## src/rtl/sfu_pkg.sv

```systemverilog
package sfu_pkg;

  typedef enum logic [1:0] {
    FM_PASS = 2'd0,
    FM_INCL = 2'd1,
    FM_EXCL = 2'd2
  } fill_mode_e;

  localparam int CFG_W    = 3;
  localparam int CFG_EXCL = 2;
  localparam int CFG_INCL = 1;
  localparam int CFG_FLAG = 0;

  // Exclusive wins when both style bits are set.
  function automatic fill_mode_e decode_mode(input logic excl_bit, input logic incl_bit);
    if (excl_bit)      return FM_EXCL;
    else if (incl_bit) return FM_INCL;
    else               return FM_PASS;
  endfunction

endpackage

```

## src/rtl/sfu_segment.sv

```systemverilog
module sfu_segment #(
  parameter int SEG_W = 4
) (
  input  logic             excl,
  input  logic             flag_in,
  input  logic [SEG_W-1:0] seg_in,
  output logic [SEG_W-1:0] seg_out,
  output logic             flag_out
);

  // Bit-serial scan inside one segment, lowest bit first.
  always_comb begin
    logic flag;
    flag    = flag_in;
    seg_out = '0;
    for (int i = 0; i < SEG_W; i++) begin
      if (excl) begin
        flag       = flag ^ seg_in[i];
        seg_out[i] = flag;
      end else begin
        seg_out[i] = flag | seg_in[i];
        flag       = flag ^ seg_in[i];
      end
    end
    flag_out = flag;
  end

endmodule

```

## src/rtl/sfu_fill_chain.sv

```systemverilog
module sfu_fill_chain #(
  parameter int WORD_W = 16,
  parameter int SEG_W  = 4
) (
  input  sfu_pkg::fill_mode_e mode,
  input  logic                flag_in,
  input  logic [WORD_W-1:0]   word_in,
  output logic [WORD_W-1:0]   word_out,
  output logic                flag_out
);

  localparam int NSEG = WORD_W / SEG_W;

  logic [NSEG:0]       link;
  logic [WORD_W-1:0]   filled;
  logic                excl;

  assign excl    = (mode == sfu_pkg::FM_EXCL);
  assign link[0] = flag_in;

  for (genvar s = 0; s < NSEG; s++) begin : g_seg
    sfu_segment #(.SEG_W(SEG_W)) u_seg (
      .excl    (excl),
      .flag_in (link[s]),
      .seg_in  (word_in[s*SEG_W +: SEG_W]),
      .seg_out (filled[s*SEG_W +: SEG_W]),
      .flag_out(link[s+1])
    );
  end

  assign word_out = (mode == sfu_pkg::FM_PASS) ? word_in : filled;
  assign flag_out = link[NSEG];

endmodule

```

## src/rtl/span_fill_unit.sv

```systemverilog
module span_fill_unit #(
  parameter int WORD_W = 16,
  parameter int SEG_W  = 4
) (
  input  logic                      clk,
  input  logic                      rst_n,
  input  logic                      row_start,
  input  logic [sfu_pkg::CFG_W-1:0] cfg,
  input  logic                      in_valid,
  input  logic [WORD_W-1:0]         in_word,
  output logic                      out_valid,
  output logic [WORD_W-1:0]         out_word,
  output logic                      carry_out
);
  import sfu_pkg::*;

  fill_mode_e        mode_q;
  logic              flag_q;
  logic              valid_q;
  logic [WORD_W-1:0] word_q;

  // Named events for the checker.
  fill_mode_e        eff_mode;
  logic              eff_flag;
  logic              eff_excl;
  logic              eff_fill;
  logic [WORD_W-1:0] chain_word;
  logic              chain_flag;

  assign eff_mode = row_start ? decode_mode(cfg[CFG_EXCL], cfg[CFG_INCL]) : mode_q;
  assign eff_flag = row_start ? cfg[CFG_FLAG] : flag_q;
  assign eff_excl = (eff_mode == FM_EXCL);
  assign eff_fill = (eff_mode != FM_PASS);

  sfu_fill_chain #(.WORD_W(WORD_W), .SEG_W(SEG_W)) u_chain (
    .mode    (eff_mode),
    .flag_in (eff_flag),
    .word_in (in_word),
    .word_out(chain_word),
    .flag_out(chain_flag)
  );

  always_ff @(posedge clk or negedge rst_n) begin
    if (!rst_n) begin
      mode_q  <= FM_PASS;
      flag_q  <= 1'b0;
      valid_q <= 1'b0;
      word_q  <= '0;
    end else begin
      valid_q <= in_valid;
      if (row_start) begin
        mode_q <= eff_mode;
        flag_q <= eff_flag;
      end
      if (in_valid) begin
        word_q <= chain_word;
        if (eff_fill) flag_q <= chain_flag;
      end
    end
  end

  assign out_valid = valid_q;
  assign out_word  = word_q;
  assign carry_out = flag_q;

endmodule

```

## config.mk

```make
export PLATFORM = sky130hd
export DESIGN_NAME = span_fill_unit
export DESIGN_NICKNAME = d
export VERILOG_FILES = /design/src/rtl/sfu_pkg.sv /design/src/rtl/sfu_segment.sv /design/src/rtl/sfu_fill_chain.sv /design/src/rtl/span_fill_unit.sv
export SDC_FILE = /design/constraint.sdc
export NUM_CORES = 1
export LEC_CHECK = 0
export ABC_AREA = 1
export CAP_MARGIN = 40
export CORE_MARGIN = 2
export CORE_UTILIZATION = 53
export DETAILED_ROUTE_END_ITERATION = 6
export PLACE_DENSITY = 0.86
export RECOVER_POWER = 50
export SKIP_CTS_REPAIR_TIMING = 1
export SLEW_MARGIN = 20
export SYNTH_ARGS = -nofsm -noshare
export SYNTH_HDL_FRONTEND = slang
export SYNTH_SLANG_ARGS = --single-unit
```

## constraint.sdc

```tcl
create_clock -name clk -period 9.9 [get_ports clk]
set_clock_uncertainty 0.05 [all_clocks]
set_input_delay 1.98 -clock clk [delete_from_list [all_inputs] [get_ports clk]]
set_output_delay 1.98 -clock clk [all_outputs]
set_load 0.02 [all_outputs]
```

; Word-level counts from Yosys, hierarchy flattened
; Cells that the tools add are included.
[totals]
word_cells = 63
inputBits = 23
regBits = 20
[op_classes]
n_mux = 24
reduce_logical = 2
n_eq_ne = 1
n_bitwise = 32
[op_table]
columns = op, n
row1 = 2-to-1 mux 1 bit, 21
row2 = 2-to-1 mux 16 bit, 1
row3 = bitwise OR 1 bit, 16
row4 = XOR 1 bit, 16
row5 = 2-to-1 mux 2 bit, 2
row6 = "equality test 2 bit, second input constant", 1
row7 = zero test 2 bit, 1
row8 = nonzero test 2 bit, 1

; Depth between registers and ports, before layout
[depth]
depth_word = 19
ltp_mapped = 40
mapped_depth_nobuf = 40

; By module
; Synthesis repeated with hierarchy kept, for this count alone.
[hier_totals]
hier_cells = 192
hier_area_um2 = 1521.5
[modules_own_cells]
columns = mod, n_inst, cells_each, area_each_um2
row1 = span_fill_unit, 1, 58, 820.8
row2 = sfu_segment, 4, 20, 115.1
row3 = sfu_fill_chain, 1, 54, 240.2

; Worst setup path after synthesis
; Ideal clock, no wire load.
[synth_path]
path_type = input -> register
start = input port row_start
end = register word_q[15] (netlist: out_word[15])
required_ns = 9.733
slack_ns = 2.262
arrival_time_ns = 7.471
setup_time_ns = 0.117
stages = 39
path_cell_list = inv_2 > or2_0 > o21a_1 > inv_1 > ha_1 > inv_1 > ha_1 > inv_1 > ha_1 > inv_1 > ha_1 > inv_1 > ha_1 > inv_1 > ha_1 > inv_1 > ha_1 > inv_1 > (+3 left out) > inv_1 > ha_1 > inv_1 > ha_1 > inv_1 > ha_1 > inv_1 > ha_1 > inv_1 > ha_1 > inv_1 > ha_1 > inv_1 > ha_1 > nand4_1 > nand2_1 > nor2_1 > nor2_1
[synth_between]
elab_chain_cells = 19
word_cells_on_any_way = 23
cone_classes = eq/ne (1) / mux (4) / bitwise (17) / reduce/logical (1)
[synth_lines]
columns = element, line_no
row1 = from (decl), span_fill_unit.sv:7  ; input logic row_start,
row2 = 2-to-1 mux 1 bit, span_fill_unit.sv:31  ; assign eff_flag = row_start ? cfg[CFG_FLAG] : flag_q;
row3 = XOR 1 bit (15 in a row), "sfu_segment.sv:18, sfu_segment.sv:22"
row4 = bitwise OR 1 bit or XOR 1 bit (tied branches), "sfu_segment.sv:21, sfu_segment.sv:18"
row5 = 2-to-1 mux 1 bit, sfu_segment.sv:17  ; if (excl) begin
row6 = 2-to-1 mux 16 bit *, sfu_fill_chain.sv:31  ; assign word_out = (mode == sfu_pkg::FM_PASS) ? word_in : filled;
row7 = to (signal assigned), span_fill_unit.sv:56  ; word_q <= chain_word;
row8 = to (decl), span_fill_unit.sv:20  ; logic [WORD_W-1:0] word_q;
; Mark *: on every way between the ends. The rest lies on a longest branch, timed or not.
; A chain may end at the register's enable or synchronous reset.

; Worst setup path after layout
; Same ends and word-level chain as after synthesis.

==> results.md <==
* Status: complete, but fails checks
* Failing checks: design-rule violations
* DRT Pass-1 Iters at 6
* Critical Path Fanout Max at 5
* Psw at 0.143 mW
* Initial DRC Count at 80
* Gr usage total at 22.3%
* Post-synthesis cell area at 1600 um^2
* P_int at 0.199 mW
* Leak at 1.11 nW
* Final Hold Viols at 0
* Area delta synth->final at 24.9%
* Antenna Cells at 0
* H-tree Lvls at 1
* RSZ-0062 raised after global routing: no
* FF-to-FF End: out_word[15]
* Initial core utilization at 57.1%
* WL per Instance at 11.5 um
* CP Launch Point: row_start
* Die ar. at 3480 um^2
* Switching fraction of total power at 41.8%
* # rows at 19
* Drt drc at 2
* Via Count at 1,597
* WP depth at 40
* CP endpoint kind: register
* Top cell type's share of synthesized area at 31.3%
* Post-route cell area at 2000 um^2
* Seq/Total Area, Yosys at 31.3%
* Minimum clock period at 8.19 ns
* Initial antenna violation count at 0
* Pwr Density at 171 nW/um^2
* Worst Path Required at 10.05 ns
* Largest delay share family, worst path: adder cells
* Reg power frac at 31.6%
* HP Class: reg -> reg
* Count of final setup violators at 0
* Post-Route WL at 3520 um
* Ports at 41
* YS warnings at 0
* Gr ovfl total at 0
* Startpoint Class: primary input
* Layout cells sized above 1 at 2.91%
* Tot Pwr at 0.342 mW
* Die Y at 59.0 um
* Tightest Pin Transition at 1.45 ns
* # fillers at 257
* Setup tns final at 0 ns
* DP Area at 2000 um^2
* Max Slew Vio Count at 0
* Max_cap viols at 0
* Clock-pin transition on the worst setup and hold timing paths at 0.11 ns
* Multi-input logic area at 836 um^2
* Top post-synthesis cells by area: dfrtp_1, ha_1, nand4_1
* Avg Inst Size Synth at 6.59 um^2
* CTS Root Cell: clkbuf_4
* Synth area leader: dfrtp_1
* GPL Wtd Cong at 0.768
* CP arrival at 8.34 ns
* First-pass GRT wire length at 6150 um
* CP Class: in -> reg
* Combinational Power Share at 56.6%
* FF-to-FF setup slack at 3.72 ns
* Seq. cell area at 500 um^2
* Syn Inst Count at 243
* WP buf/inv at 18
* R2r startpoint: carry_out
* Hold WS at 0.458 ns
* F_max at 0.122 GHz
* Vias in the first global route at 1,471
* Via-per-instance ratio at 5.22
* Yosys reg bits at 20
* Width of the die at 59.0 um
* Layout net count at 316
* Slowest stage delay, CP at 0.50 ns
* FF-to-FF path depth at 37
* Clock network power share at 11.8%
* Crit path to: out_word[15]
* CP max stage cell: clkdlybuf4s50_1
* Post-route ant nets at 0
* Tcrit/Tclk final at 82.7%
* CTS buffer count at 3
* Port bufs at 40
* Post-synth net total at 282
* CTS tree: yes
* Netlist cell types at 17
* Slew margin rel. at 3.48%
* Clk sinks at 20
* Max VDD drop at 88.7 uV
* Clk_lat worst skew at 0.30 ns
* CORE AREA at 2810 um^2
* Clk buf depth at 2
* Pin count of the biggest net entering global routing at 35
* DP HPWL at 2430 um
-- Yosys cell counts (all sizes together) --
library cell  count
buf               8
nor2             48
clkbuf            5
dfrtp            20
nand4            32
or2               1
inv              52
o21ai             2
o21a              1
nand2            57
ha               16
nand3             1
-- sequential cells by signal, summed over array words and instances (netlist names) --
signal / cells
out_word: 16
mode_q: 2
carry_out: 1
out_valid: 1
-- stage by stage --
step | cells | setup WS, ns | utilization [%]
finish | 306 | 1.71 | 71.3
global route | 306 | 1.24 | 71.3
CTS | 306 | 1.70 | 71.9
detailed placement | 303 | 1.39 | 71.1
global placement | 302 | 1.46 | 70.6
floorplan | 243 | 2.26 | -
-- kinds of logic after synthesis --
group	after synthesis	share of synthesized area, %
buffers and inverters	65	16.4
flip-flops	20	31.3
AND/OR/NAND/NOR	139	38.7
AO/OA/AOI/OAI	3	1.09
adder cells (fa/ha/maj)	16	12.5
-- power groups by stage --
stage / combinational (mW) / clock, mW / sequential [mW]
final: 0.194 / 0.0403 / 0.108
after global placement: 0.191 / 0 / 0.110
after CTS: 0.199 / 0.0409 / 0.109
after floorplan: 0.109 / 0 / 0.131
after detailed placement: 0.198 / 0 / 0.110
after global routing: 0.226 / 0.0442 / 0.110
-- per-layer routing --
metal  vias to the layer above  track usage (%)  share of wire, %
li1                        826                -                 -
met1                       727             29.3                47
met2                        39             38.1                48
met3                         5             2.40               4.3
met4                         0             7.79               1.3
met5                         -                0                 0
-- cell type report --
cell class              count  share of cell area, %
multi-input cells         158                   41.8
flip-flops and latches     20                   25.0
repair buffers             42                   20.4
inverters                  52                   9.76
well taps                  31                   1.94
clock buffers               3                   1.13
-- how the worst min path moves through the flow --
stage / startpoint / to / slack (ns) / depth (start not counted)
finish: out_word[12] / out_word[12] / 0.46 / 2
global route: out_word[3] / out_word[3] / 0.48 / 2
CTS: out_word[13] / out_word[13] / 0.47 / 2
detailed placement: out_word[14] / out_word[14] / 0.44 / 2
global placement: out_word[3] / out_word[3] / 0.44 / 2
floorplan: out_word[0] / out_word[0] / 0.56 / 2
-- cell usage in the layout, fill, tap and decap left out --
cell and count:
clkbuf_1 2, clkbuf_4 3, clkdlybuf4s50_1 32, dfrtp_1 20, dlygate4sd3_1 8, ha_1 16
inv_1 51, inv_2 1, nand2_1 54, nand2_2 3, nand3_2 1, nand4_1 32
nor2_1 48, o21a_1 1, o21ai_0 1, o21ai_1 1, or2_0 1
-- worst reg2reg max path, delay by kind of cell, from the launching register on --
| kind | cells | cell delay, ns |
|---|---|---|
| DFF | 1 | 0.38 |
| buffers and inverters | 16 | 0.69 |
| AOI/OAI and AO/OA | 1 | 0.14 |
| adders and majority gates | 16 | 4.50 |
| and+or+nand+nor | 4 | 0.30 |
No activity file was read; power rests on OpenSTA's default activity.
